===== src/rtl/irq_wake_ctrl.sv =====
module irq_wake_ctrl #(
  parameter int KEY_W = 8,
  parameter int DG1 = 4,
  parameter int DG2 = 16,
  parameter int DG3 = 64,
  parameter logic [7:0] SLEEP_KEY = 8'h5A
) (
  input  logic             clk,
  input  logic             rst_n,
  input  logic             wr_en,
  input  logic             rd_en,
  input  logic [2:0]       addr,
  input  logic [7:0]       wdata,
  output logic [7:0]       rdata,
  input  logic [5:0]       src_req,
  input  logic             ext_pin,
  input  logic [KEY_W-1:0] key_port,
  output logic             irq,
  output logic             nmi,
  output logic [2:0]       vec,
  output logic             sleep_o,
  output logic             wake_o,
  output logic             reset_req
);
  localparam int CW = $clog2(DG3 + 2);
  localparam logic [2:0] A_EN = 3'd0, A_ST = 3'd1, A_CTL = 3'd2, A_KEY = 3'd3, A_SLP = 3'd4;

  logic [7:0]       en_q, st_q;
  logic [6:0]       ctl_q;
  logic [KEY_W-1:0] snap_q;
  logic [CW-1:0]    kcnt_q, ecnt_q, thr;
  logic             ext_f_q, sleep_q, rst_req_q;

  always_comb
    case (ctl_q[3:2])
      2'd0:    thr = '0;
      2'd1:    thr = CW'(DG1);
      2'd2:    thr = CW'(DG2);
      default: thr = CW'(DG3);
    endcase

  wire key_diff = key_port != snap_q;
  wire key_ev   = key_diff && (kcnt_q == thr);
  wire ext_chg  = ext_pin != ext_f_q;
  wire ext_upd  = ext_chg && (ecnt_q >= thr);
  wire ext_ev   = ext_upd && (ext_pin == ctl_q[0]);

  wire [7:0] set_v = {ext_ev, key_ev, src_req};
  wire [7:0] clr_v = (wr_en && addr == A_ST) ? wdata : 8'h00;
  wire [7:0] pend  = st_q & en_q & {7'h7F, ~ctl_q[1]};

  wire slp_wr   = wr_en && addr == A_SLP;
  wire wake_arm = |ctl_q[6:4];
  wire wake_hit = (ctl_q[4] & key_ev) | (ctl_q[5] & ext_ev) | (ctl_q[6] & src_req[5]);

  assign irq       = |pend;
  assign nmi       = ctl_q[1] & st_q[0];
  assign wake_o    = sleep_q & wake_hit;
  assign sleep_o   = sleep_q;
  assign reset_req = rst_req_q;

  always_comb begin
    vec = 3'd0;
    for (int i = 7; i >= 0; i--)
      if (pend[i]) vec = 3'(i);
  end

  always_comb
    case (addr)
      A_EN:    rdata = en_q;
      A_ST:    rdata = st_q;
      A_CTL:   rdata = {1'b0, ctl_q};
      A_KEY:   rdata = 8'(key_port);
      A_SLP:   rdata = {7'd0, sleep_q};
      default: rdata = 8'h00;
    endcase

  always_ff @(posedge clk or negedge rst_n)
    if (!rst_n) begin
      en_q      <= '0;
      st_q      <= '0;
      ctl_q     <= '0;
      snap_q    <= '0;
      kcnt_q    <= '0;
      ecnt_q    <= '0;
      ext_f_q   <= 1'b0;
      sleep_q   <= 1'b0;
      rst_req_q <= 1'b0;
    end else begin
      st_q <= (st_q & ~clr_v) | set_v;
      if (wr_en && addr == A_EN)  en_q  <= wdata;
      if (wr_en && addr == A_CTL) ctl_q <= wdata[6:0];
      if (rd_en && addr == A_KEY) snap_q <= key_port;

      if (!key_diff)         kcnt_q <= '0;
      else if (kcnt_q <= thr) kcnt_q <= kcnt_q + 1'b1;

      if (!ext_chg || ext_upd) ecnt_q <= '0;
      else                     ecnt_q <= ecnt_q + 1'b1;
      if (ext_upd) ext_f_q <= ext_pin;

      if (wake_o)                                    sleep_q <= 1'b0;
      else if (slp_wr && wdata == SLEEP_KEY && wake_arm) sleep_q <= 1'b1;

      rst_req_q <= slp_wr && (wdata != SLEEP_KEY);
    end
endmodule


===== config.mk =====
export PLATFORM = sky130hd
export DESIGN_NAME = irq_wake_ctrl
export DESIGN_NICKNAME = d
export VERILOG_FILES = /design/src/rtl/irq_wake_ctrl.sv
export SDC_FILE = /design/constraint.sdc
export NUM_CORES = 1
export LEC_CHECK = 0
export BUFFER_PORTS_ARGS = -buffer_cell sky130_fd_sc_hd__clkbuf_2
export CORE_ASPECT_RATIO = 0.7
export CORE_MARGIN = 4
export CORE_UTILIZATION = 55
export CTS_CLUSTER_DIAMETER = 40
export DETAILED_ROUTE_END_ITERATION = 10
export PLACE_DENSITY = 0.78
export SETUP_SLACK_MARGIN = 0.3
export SYNTH_ARGS = -nofsm -noshare
export SYNTH_HDL_FRONTEND = slang
export SYNTH_SLANG_ARGS = --single-unit

===== constraint.sdc =====
create_clock -name clk -period 6.2 [get_ports clk]
set_clock_uncertainty 0.2 [all_clocks]
set_input_delay 0 -clock clk [delete_from_list [all_inputs] [get_ports clk]]
set_output_delay 0 -clock clk [all_outputs]
set_load 0.05 [all_outputs]

==> results of run 1 <==
-- power groups by stage --
stage	logic [W]	clock network [W]	registers, W
2_1_floorplan	0.000294	0	0.000437
3_3_place_gp	0.000366	0	0.000452
3_5_place_dp	0.000377	0	0.000459
4_1_cts	0.000394	0.000202	0.000454
5_1_grt	0.000434	0.000215	0.000465
6_report	0.000393	0.000198	0.000456
-- synthesized netlist by cell type, drive strengths merged, types with 2 or more instances --
cell      n
nand2    25
nor2b     8
nor3      6
mux2     25
nand3b    2
xor2      6
mux4      6
dfrtp    48
nor3b     2
inv       8
mux2i     3
o21a      2
o21ai     6
xnor2    12
o2bb2ai   2
a22oi     2
nor2     20
a21oi     7
and3      3
a21o      6
nand2b    8
nand3     3
buf       4
ha       10
nand4b    2
nand4     5
-- final cells by class --
cell class / instances / area [sq um] / share of cell area (%)
clock buffer: 7 / 96.34 / 2.832
inverter: 8 / 30.03 / 0.8827
sequential: 48 / 1201 / 35.31
timing repair buffer: 77 / 543.0 / 15.96
tap: 69 / 86.33 / 2.538
multi-input combinational: 183 / 1445 / 42.48
-- layout by cell type, fill, tap and decap left out, types with 2 or more instances in the layout --
| cell | instances |
|---|---|
| o21a_1 | 2 |
| xnor2_1 | 12 |
| mux2_2 | 23 |
| nand3_1 | 3 |
| nor3_1 | 4 |
| nor3b_1 | 2 |
| mux2i_1 | 3 |
| o21ai_0 | 5 |
| clkbuf_8 | 7 |
| clkbuf_2 | 45 |
| mux2_1 | 2 |
| mux4_2 | 6 |
| ha_1 | 10 |
| nor2_1 | 20 |
| nand2b_1 | 8 |
| inv_1 | 8 |
| nor2b_1 | 8 |
| nand3b_1 | 2 |
| nand2_1 | 25 |
| a21oi_1 | 5 |
| nand4_1 | 5 |
| a21o_1 | 6 |
| xor2_1 | 6 |
| dlygate4sd3_1 | 31 |
| o2bb2ai_1 | 2 |
| and3_1 | 3 |
| a22oi_1 | 2 |
| dfrtp_1 | 48 |
-- logic make-up after synthesis --
| logic type | Yosys count |
|---|---|
| and+or+nand+nor | 90 |
| buffers and inverters | 12 |
| xor gates and xnor gates | 18 |
| DFF | 48 |
| AOI/OAI and AO/OA | 31 |
| muxes | 34 |
| adders and majority gates | 10 |
-- sequential cells by signal (all words and copies together) (netlist names) --
register,cells
ecnt_q,7
reset_req,1
sleep_o,1
ext_f_q,1
en_q,8
st_q,8
ctl_q,7
kcnt_q,7
snap_q,8
-- metrics by stage --
stage	total power, W	instance area, sq um
5_1_grt	0.001115	3402
3_5_place_dp	0.0008361	2995
6_report	0.001046	3402
3_3_place_gp	0.0008183	2995
2_1_floorplan	0.0007315	2695
4_1_cts	0.001049	3402
-- critical path: stages (launching register included) --
cell and delay, ns:
dfrtp_1 0.42, nor2b_1 0.23, ha_1 0.26, nand2_1 0.06
nand3b_1 0.08, a311oi_2 0.48, o21ai_1 0.20, o21a_1 0.22
clkbuf_2 0.23
-- final timing paths --
path | slack (ns) | startpoint | endpoint | cells past startpoint
worst max register to register | 3.87 | ctl_q[2] | kcnt_q[2] | 7
max in group asynchronous | 5.25 | rst_n | ctl_q[2] | 3
min in group asynchronous | 0.13 | rst_n | snap_q[6] | 3
worst max-delay path | 3.54 | ctl_q[2] | wake_o | 8
worst min-delay path | 0.03 | rd_en | snap_q[5] | 3
worst min register to register | 0.26 | ecnt_q[0] | ecnt_q[0] | 1
-- metal layers --
metal  global-route usage [%]  vias to the layer above
met5                        0                        -
met4                    7.519                        0
met3                    4.176                        9
met2                    37.76                       78
met1                    31.64                     1047
li1                         -                     1030
-- repair_timing --
action / 4_1_cts / 5_1_grt
hold buffers: 31 / 0
endpoints found under the hold margin: 83 / 0
setup endpoints to repair: 0 / 0
==> summary.txt, run 1 <==
GRT
  – All-Layer GR Usage: 23.19%
  – Largest net degree at the start of global routing: 49
  – Vias in the first global route: 2133
  – Grt total ovfl: 0
  – Global-route wire length before repair: ~11000 um
  – Antenna violations before repair: 0

Clock tree
  – Clock insertion delay at the later pin of the skew report: 0.30 ns
  – Post-cts resize count: 0
  – Max clock buf depth: 2
  – Worst-path clk slew: approximately 0.080 ns
  – CTS tree: done
  – Post CTS Setup Buffer Count: 0
  – Number of H-tree levels: 2
  – Clock sinks: 48
  – Inserted Clock Buffers: 5
  – CTS Root Cell: clkbuf_8

STA
  – RSZ-0062 raised after global routing: false
  – Final setup violation count: 0
  – Crit path time final: around 2.7 ns
  – Fin crit share: 42.96%
  – Max-slew headroom: 52.04%
  – Worst Slack Setup Final: around 3.5 ns
  – Final Hold Vio Count: 0
  – Final TNS setup: 0 ns
  – Max-slew violations: 0
  – Worst Tran Pin Value: 0.7168 ns
  – Worst hold slack: about 0.027 ns
  – Max Clock Freq: 0.3755 GHz

Synthesis
  – Top FF cell, synth: dfrtp_1
  – Largest family of logic cells by synthesized area: simple AND/OR/NAND/NOR gates
  – Synth area leader: dfrtp_1
  – Synth Register Bits: 48
  – Post-Synth Adder-Cell Area: under 10%
  – Post-Synthesis Cells: 243
  – Mux cell area share after synthesis: ~17%
  – Synth async-reset ratio: 100.0%
  – Netlist cell types: 46
  – Post-synthesis xor/xnor area fraction: 5.850%
  – Mapped Avg Cell Area: 11.09 sq um
  – Post-synth EDFFs: 0
  – Synth warn: 0
  – Area share of the largest cell type after synthesis: 44.57%
  – Synthesized cell area: ~0.0027 sq mm
  – Post-Synth Simple-Gate Area: 17.92%
  – Compound-cell area share of the yosys netlist: 8.635%
  – Mapped Nets: 283
  – Sequential area share after synthesis: 44.57%
  – Synth area leaders: dfrtp_1, mux2_2, mux4_2

Routing
  – Top Metal Used: met4
  – DR WL met2: 3110 um
  – Final wirelength: 6493 um
  – Met3 WL: 396 um
  – Routed wire per std cell: 16.56 um
  – Drt drc: 0
  – Post-DRT Antenna Nets: 0
  – Via count: 2164
  – DR vias/cell: roughly 5.5
  – DRT met1 WL: 2912 um
  – Drt first-iter violations: between 100 and 150
  – Detailed Routing Iterations Pass 1: 4

Die
  – Num rows: 21
  – Die height: 66.57 um
  – Core Region: 0.004756 sq mm
  – # IOs: 46
  – Initial Utilization: between 50 and 60%
  – Die Span X: 91.67 um
  – Die ar.: approximately 0.0061 sq mm

Power
  – Internal: 0.0006578 W
  – Flop pwr share: 43.6%
  – Power per Cell Area: 307.4 mW/mm^2
  – Switch Pwr: 0.0003881 W
  – Comb pwr share: between 30% and 40%
  – Clock group share of total power: between 10% and 20%
  – Sw frac: 37.11%
  – Max IR drop VDD: roughly 0.23 mV
  – P_leak: about 1.5 nW

Final layout
  – Area grow syn2layout: 26.23%
  – Net count reported at finish: approximately 360
  – FILL cells: 367
  – Layout cell share with drive strength beyond 1: 27.24%
  – Final core occ: 71.53%
  – Post-Layout Cell Count: between 300 and 400
  – N_diodes: 0

Critical path
  – Element type at the critical path end: primary output
  – Critical path arrival: 2.46 ns
  – Critical path class: flip-flop to primary output
  – WP data required: 6.00 ns
  – Crit-path max FO: 5
  – Crit start category: flip-flop

Run status
  – Outcome: completed

Placement
  – Pre-CTS WS: between 3 and 4 ns
  – Dpl cells: 354
  – RD Place Congestion: between 0.8 and 0.9
  – PortBufs: 45
  – Hpwl dp: about 4700 um

Worst hold path
  – Hold Crit Class: input pin to flip-flop

Run
  – Max-cap violations: 0
(Power assumes the default switching activity.)
==> run 2, diff against run 1 <==
--- a/config.mk
+++ b/config.mk
@@ -5,13 +5,14 @@
 export SDC_FILE = /design/constraint.sdc
 export NUM_CORES = 1
 export LEC_CHECK = 0
+export ABC_AREA = 1
 export BUFFER_PORTS_ARGS = -buffer_cell sky130_fd_sc_hd__clkbuf_2
 export CORE_ASPECT_RATIO = 0.7
 export CORE_MARGIN = 4
-export CORE_UTILIZATION = 55
+export CORE_UTILIZATION = 51
 export CTS_CLUSTER_DIAMETER = 40
 export DETAILED_ROUTE_END_ITERATION = 10
-export PLACE_DENSITY = 0.78
+export PLACE_DENSITY = 0.76
 export SETUP_SLACK_MARGIN = 0.3
 export SYNTH_ARGS = -nofsm -noshare
 export SYNTH_HDL_FRONTEND = slang
==> constraint.sdc (replaced) <==
create_clock -name clk -period 2.1 [get_ports clk]
set_clock_uncertainty 0.2 [all_clocks]
set_input_delay 0 -clock clk [delete_from_list [all_inputs] [get_ports clk]]
set_output_delay 0 -clock clk [all_outputs]
set_load 0.05 [all_outputs]
==> run 2 against run 1 <==
Effect of this change:
- the flow now finishes with violations (negative setup slack)
- largest cell class unchanged
- worst hold slack improved by 0.015 ns
- area after synthesis rose by 4.2%
- highest routed layer unchanged
- worst setup slack got worse by 3.7 ns
==> summary.txt, run 2 <==
GRT
  – All-Layer GR Usage: a little under a quarter
  – Antenna violations before repair: 0
  – Largest net degree at the start of global routing: 27
  – Vias in the first global route: 2705
  – Grt total ovfl: 0
  – Global-route wire length before repair: 12520 um

Final layout
  – Most common cell after layout, fill and taps aside: nand2_1
  – Largest regs: en_q: 8 flops, snap_q: 8 flops, st_q: 8 flops
  – N_diodes: 0
  – Net count reported at finish: 500
  – Layout cell share with drive strength beyond 1: between 20% and 30%
  – Most frequent cells in the layout: nand2_1, dfrtp_1, inv_1, dlygate4sd3_1, clkbuf_2
  – Post-Layout Cell Count: roughly 530
  – Area grow syn2layout: 41.83%
  – Final core occ: between 70% and 80%

STA
  – Max-slew headroom: 58.39%
  – Worst Tran Pin Value: roughly 0.62 ns
  – Final setup violation count: 1
  – Crit path time final: 2.279 ns
  – Worst Slack Setup Final: -0.1793 ns
  – Final Hold Vio Count: 0
  – Max-slew violations: 0
  – Max Clock Freq: 0.4387 GHz
  – Fin crit share: 108.5%
  – RSZ-0062 raised after global routing: true
  – Worst hold slack: 0.04230 ns

Run
  – Max-cap violations: 0

Clock tree
  – Number of H-tree levels: 2
  – Clock sinks: 48
  – Worst-path clk slew: 0.09 ns
  – CTS Root Cell: clkbuf_8
  – Clock insertion delay at the later pin of the skew report: ~0.30 ns
  – CTS tree: done
  – Inserted Clock Buffers: 5
  – Max clock buf depth: 2

Critical path
  – Critical path arrival: 2.08 ns
  – Worst Setup SP: ctl_q[3]
  – CP Cell Sequence: nand2_4, ha_4, nand3_2, o21a_1, nand2_2, nand3_2, nand3_2, and2_4, clkbuf_16
  – Element type at the critical path end: primary output
  – Crit path buffers/inverters: 1
  – Top cell by count, worst path: nand3_2
  – R2r worst-path depth: 10
  – Critical path class: flip-flop to primary output
  – Delay-heaviest family, CP: simple AND/OR/NAND/NOR gates
  – Crit-path max FO: 4
  – CP max-delay cell: dfrtp_2
  – Worst reg2reg startpoint: ctl_q[3]
  – Crit start category: flip-flop
  – Register-to-register setup slack: 0.04 ns
  – WP data required: 1.90 ns
  – CP peak stage delay: around 0.52 ns
  – Reg2reg end: kcnt_q[4]

Synthesis
  – Post-synth EDFFs: 0
  – Synthesized cell area: roughly 0.0028 sq mm
  – Post-Synthesis Cells: 355
  – Sequential area share after synthesis: 42.76%
  – Synth warn: 0
  – Area share of the largest cell type after synthesis: 42.76%
  – Most common cell in the synthesized netlist: nand2_1
  – Synth Register Bits: 48
  – Mapped Avg Cell Area: about 8 sq um
  – Top FF cell, synth: dfrtp_1
  – Synth area leaders: dfrtp_1, nand2_1, inv_1
  – Netlist cell types: 35
  – Mapped Nets: 395
  – Commonest cells post-synth: nand2_1, dfrtp_1, inv_1
  – Synth async-reset ratio: 100.0%
  – Synth area leader: dfrtp_1

Die
  – # IOs: 46
  – Num rows: 22
  – Die Span X: 96.70 um
  – Die ar.: 0.006778 sq mm
  – Die height: 70.09 um
  – Initial Utilization: 53.15%
  – Core Region: 0.005285 sq mm

Placement
  – RD Place Congestion: 0.8951
  – Dpl cells: 472
  – PortBufs: 45
  – Hpwl dp: 5051 um
  – Pre-CTS WS: 0.0006137 ns

Run status
  – Failing checks: negative setup slack
  – Outcome: finished with violations

Routing
  – Via count: around 2800
  – Routed wire per std cell: approximately 15 um
  – Final wirelength: ~8000 um
  – Drt drc: 0
  – DR WL met2: 3669 um
  – Detailed Routing Iterations Pass 1: 4
  – DRT met1 WL: 3667 um
  – Post-DRT Antenna Nets: 0
  – Met3 WL: 475 um
  – Drt first-iter violations: approximately 180
  – DR vias/cell: slightly above 5
  – Top Metal Used: met4

Power
  – Max IR drop VDD: 0.4686 mV
  – Comb pwr share: 46.0%
  – Flop pwr share: 37.3%
  – Power per Cell Area: approximately 880 mW/mm^2
  – Total power: around 0.0035 W
  – Clock group share of total power: 16.7%
  – Switch Pwr: 0.001434 W
  – Internal: 0.002054 W
  – Sw frac: 41.11%
  – P_leak: 1.955 nW

Worst hold path
  – Hold Crit Class: input pin to async pin
## run 2: cell types whose count changed after synthesis, moves of 5 or more
cell	previous run	this run
nand2_1	25	104
inv_1	8	46
mux2_2	23	0
nand3_1	3	21
o21ai_1	1	19
o21ai_2	0	10
nand2b_1	8	0
nor2b_1	8	0
xnor2_1	12	5
a21o_1	6	0
mux4_2	6	0
o2111ai_1	0	5
## run 2: area by class of cell
| type | count | area (sq um) |
|---|---|---|
| clock buffer | 8 | 90.09 |
| multi-input combinational | 252 | 1582 |
| tap | 72 | 90.09 |
| timing repair buffer | 103 | 825.8 |
| sequential | 48 | 1205 |
| inverter | 50 | 191.4 |
| fill | 366 | 1301 |
## run 2: repair_timing
item / CTS / global route
gates resized for setup: 19 / 40
setup endpoints to repair: 19 / 23
pin swaps: 6 / 9
hold buffers: 42 / 0
hold endpoints to repair: 89 / 0
buffers inserted: 3 / 8
## run 2: logic make-up (layout without fill, tap and decap cells)
family,Yosys count,in the layout,synth area share (%)
AND/OR/NAND/NOR,176,176,28.37
AO/OA/AOI/OAI,55,55,12.38
buffers and inverters,55,161,8.374
flip-flops,48,48,42.76
adder cells (fa/ha/maj),10,10,4.454
XOR/XNOR,10,10,3.118
multiplexers,1,1,0.5344
## run 2: layer usage
layer  up-vias  track usage (%)
met1      1293            31.67
met4         0            7.788
met5         -                0
li1       1358                -
met2        99            34.33
met3        16            5.988
## run 2: worst max path at each step
stage           endpoint  slack (ns)  cells after the start
2_1_floorplan     wake_o        0.28                      9
3_3_place_gp      wake_o        0.09                     10
3_5_place_dp   kcnt_q[1]      0.0006                     10
4_1_cts           wake_o       -0.13                     11
5_1_grt           wake_o       -0.25                      9
6_report          wake_o       -0.18                      9
## run 2: metrics by stage
stage | instance area, sq um | TNS (ns)
after floorplan | 2820 | 0
after global placement | 3139 | 0
after detailed placement | 3139 | 0
after CTS | 3782 | -0.1298
after global routing | 3984 | -0.2747
final | 3984 | -0.1793
## run 2: power groups by stage
stage	clock (W)	combinational [W]	sequential, W
after detailed placement	0	0.00118	0.00128
after CTS	0.000572	0.00136	0.00127
after global routing	0.000620	0.00176	0.00132
after floorplan	0	0.000901	0.00125
final	0.000582	0.00160	0.00130
after global placement	0	0.00115	0.00128
==> run 3, diff against run 2 <==
--- a/config.mk
+++ b/config.mk
@@ -12,7 +12,7 @@
 export CORE_UTILIZATION = 51
 export CTS_CLUSTER_DIAMETER = 40
 export DETAILED_ROUTE_END_ITERATION = 10
-export PLACE_DENSITY = 0.76
+export PLACE_DENSITY_LB_ADDON = 0.1
 export SETUP_SLACK_MARGIN = 0.3
 export SYNTH_ARGS = -nofsm -noshare
 export SYNTH_HDL_FRONTEND = slang
==> run 3 against run 2 <==
Effect of this change:
- the run still ends with negative setup slack left
- sequential share of layout area decreased by 0.86 points
- highest routed layer unchanged
- die area unchanged
- worst hold slack got worse by 0.024 ns
- register-to-register slack worse by 0.11 ns
- total power grew 6.7%
- sequential cell count stayed put
- wire length shrank 2.9%
- critical path depth increased by 1
- cell count rose by 1.7%
- worst setup slack better by 0.030 ns
- largest power group unchanged
- count of clock-buffer cells in the layout decreased by 2
==> summary.txt, run 3 (synthesis results as in run 2) <==
Critical path
  – Crit start category: flip-flop
  – Delay-heaviest family, CP: simple AND/OR/NAND/NOR gates
  – R2r worst-path depth: 13
  – Reg2reg end: kcnt_q[4]
  – Element type at the critical path end: primary output
  – CP max-delay cell: dfrtp_1
  – Critical path arrival: 2.05 ns
  – Worst reg2reg startpoint: ctl_q[2]
  – Crit-path max FO: 3
  – CP Cell Sequence: buf_6, nand2_4, ha_4, nand3_1, o21a_1, nand2_2, nand3_2, nand3_2, and2_4, clkbuf_16
  – Crit path buffers/inverters: 2
  – Top cell by count, worst path: nand3_2
  – Critical path class: flip-flop to primary output
  – WP data required: 1.90 ns
  – CP peak stage delay: around 0.42 ns
  – Register-to-register setup slack: -0.07 ns

Routing
  – Drt first-iter violations: 201
  – Drt drc: 0
  – Post-DRT Antenna Nets: 0
  – Via count: 2753
  – DR vias/cell: 5.079
  – Routed wire per std cell: 14.27 um
  – Final wirelength: between 7000 and 8000 um
  – Detailed Routing Iterations Pass 1: 5

Run
  – Max-cap violations: 0

Final layout
  – Most common cell after layout, fill and taps aside: nand2_1
  – Design area: 0.004091 sq mm
  – Post-Layout Cell Count: 542
  – Most frequent cells in the layout: nand2_1, dfrtp_1, dlygate4sd3_1, inv_1, clkbuf_2
  – Layout cell share with drive strength beyond 1: 29.36%
  – Net count reported at finish: 509
  – Area grow syn2layout: 45.66%
  – Largest regs: en_q: 8 flops, snap_q: 8 flops, st_q: 8 flops
  – N_diodes: 0

Clock tree
  – CTS Root Cell: clkbuf_8
  – CTS tree: done
  – Number of H-tree levels: 2
  – Clock sinks: 48
  – Worst-path clk slew: 0.09 ns
  – Clock insertion delay at the later pin of the skew report: ~0.29 ns
  – Inserted Clock Buffers: 5
  – Max clock buf depth: 2

Run status
  – Outcome: finished with violations
  – Failing checks: negative setup slack

Power
  – P_leak: 2.043 nW
  – Max IR drop VDD: approximately 0.5 mV
  – Power per Cell Area: 910.0 mW/mm^2
  – Total power: 0.003723 W

Die
  – Num rows: 22
  – Die ar.: slightly below 0.007 sq mm
  – Die height: approximately 70 um
  – Initial Utilization: 53.15%
  – # IOs: 46
  – Core Region: 0.005285 sq mm
  – Die Span X: 96.70 um

STA
  – Crit path time final: 2.249 ns
  – Worst Tran Pin Value: 0.5054 ns
  – Max-slew headroom: 66.20%
  – Max Clock Freq: 0.4447 GHz
  – Fin crit share: 107.1%
  – Worst Slack Setup Final: -0.1488 ns
  – RSZ-0062 raised after global routing: true
  – Final setup violation count: 9
  – Final Hold Vio Count: 0
  – Max-slew violations: 0
  – Final TNS setup: -0.5037 ns

Placement
  – Cell Area, Placed: between 0.003 and 0.004 sq mm
  – RD Place Congestion: 0.8696
  – PortBufs: 45
  – Dpl cells: 472
  – Hpwl dp: ~4800 um

GRT
  – Antenna violations before repair: 0
  – Global-route wire length before repair: ~12000 um
  – Largest net degree at the start of global routing: 49
  – All-Layer GR Usage: 22.00%
  – Vias in the first global route: 2595
  – Grt total ovfl: 0

Worst hold path
  – Hold Crit Class: input pin to async pin
-- run 3: worst max-delay path by stage --
stage | startpoint | endpoint | slack (ns) | cells past startpoint
after global routing | ctl_q[2] | wake_o | -0.25 | 10
after CTS | ctl_q[2] | wake_o | -0.13 | 11
after detailed placement | ctl_q[2] | kcnt_q[1] | 0.02 | 10
after floorplan | ctl_q[2] | wake_o | 0.28 | 9
after global placement | ctl_q[2] | kcnt_q[1] | 0.09 | 10
final | ctl_q[2] | wake_o | -0.15 | 10
-- run 3: layer usage --
layer | wire length [um] | vias up | GRT usage, %
met5 | 0 | - | 0
met4 | 65 | 0 | 3.115
met3 | 441 | 6 | 4.890
met2 | 3472 | 87 | 33.79
met1 | 3753 | 1279 | 32.50
li1 | - | 1381 | -
-- run 3: where the power goes --
| group | leakage, nW | internal, W | switching, W |
|---|---|---|---|
| Combinational | 1.40 | 0.000804 | 0.000946 |
| Sequential | 0.584 | 0.00110 | 0.000208 |
| Clock | 0.0552 | 0.000354 | 0.000310 |
-- run 3: timing repair --
action	CTS	global route
resized for setup	19	50
cloned	0	0
hold endpoints to repair	82	1
pin swaps	6	13
endpoints found under the setup margin	17	24
buffers inserted	5	9
hold buffers	47	1
-- run 3: layout make-up --
class	count	area (sq um)
clock inverter	2	35.03
multi-input combinational	252	1582
clock buffer	6	72.57
tap	72	90.09
sequential	48	1202
inverter	50	188.9
timing repair buffer	112	920.9
fill	384	1194
-- run 3: through the flow --
stage / worst slack, ns / utilization [%] / hold WS (ns)
6_report: -0.1488 / 77.41 / 0.01815
5_1_grt: -0.2516 / 77.41 / 0.06489
4_1_cts: -0.1310 / 73.06 / 0.02871
3_5_place_dp: 0.02339 / 59.40 / -0.1886
3_3_place_gp: 0.09074 / 59.40 / -0.1880
2_1_floorplan: 0.2798 / - / -0.4956
-- run 3: worst min-delay path, stage by stage --
cell and delay (ns):
dlygate4sd3_1 0.52, clkbuf_2 0.12, buf_12 0.26
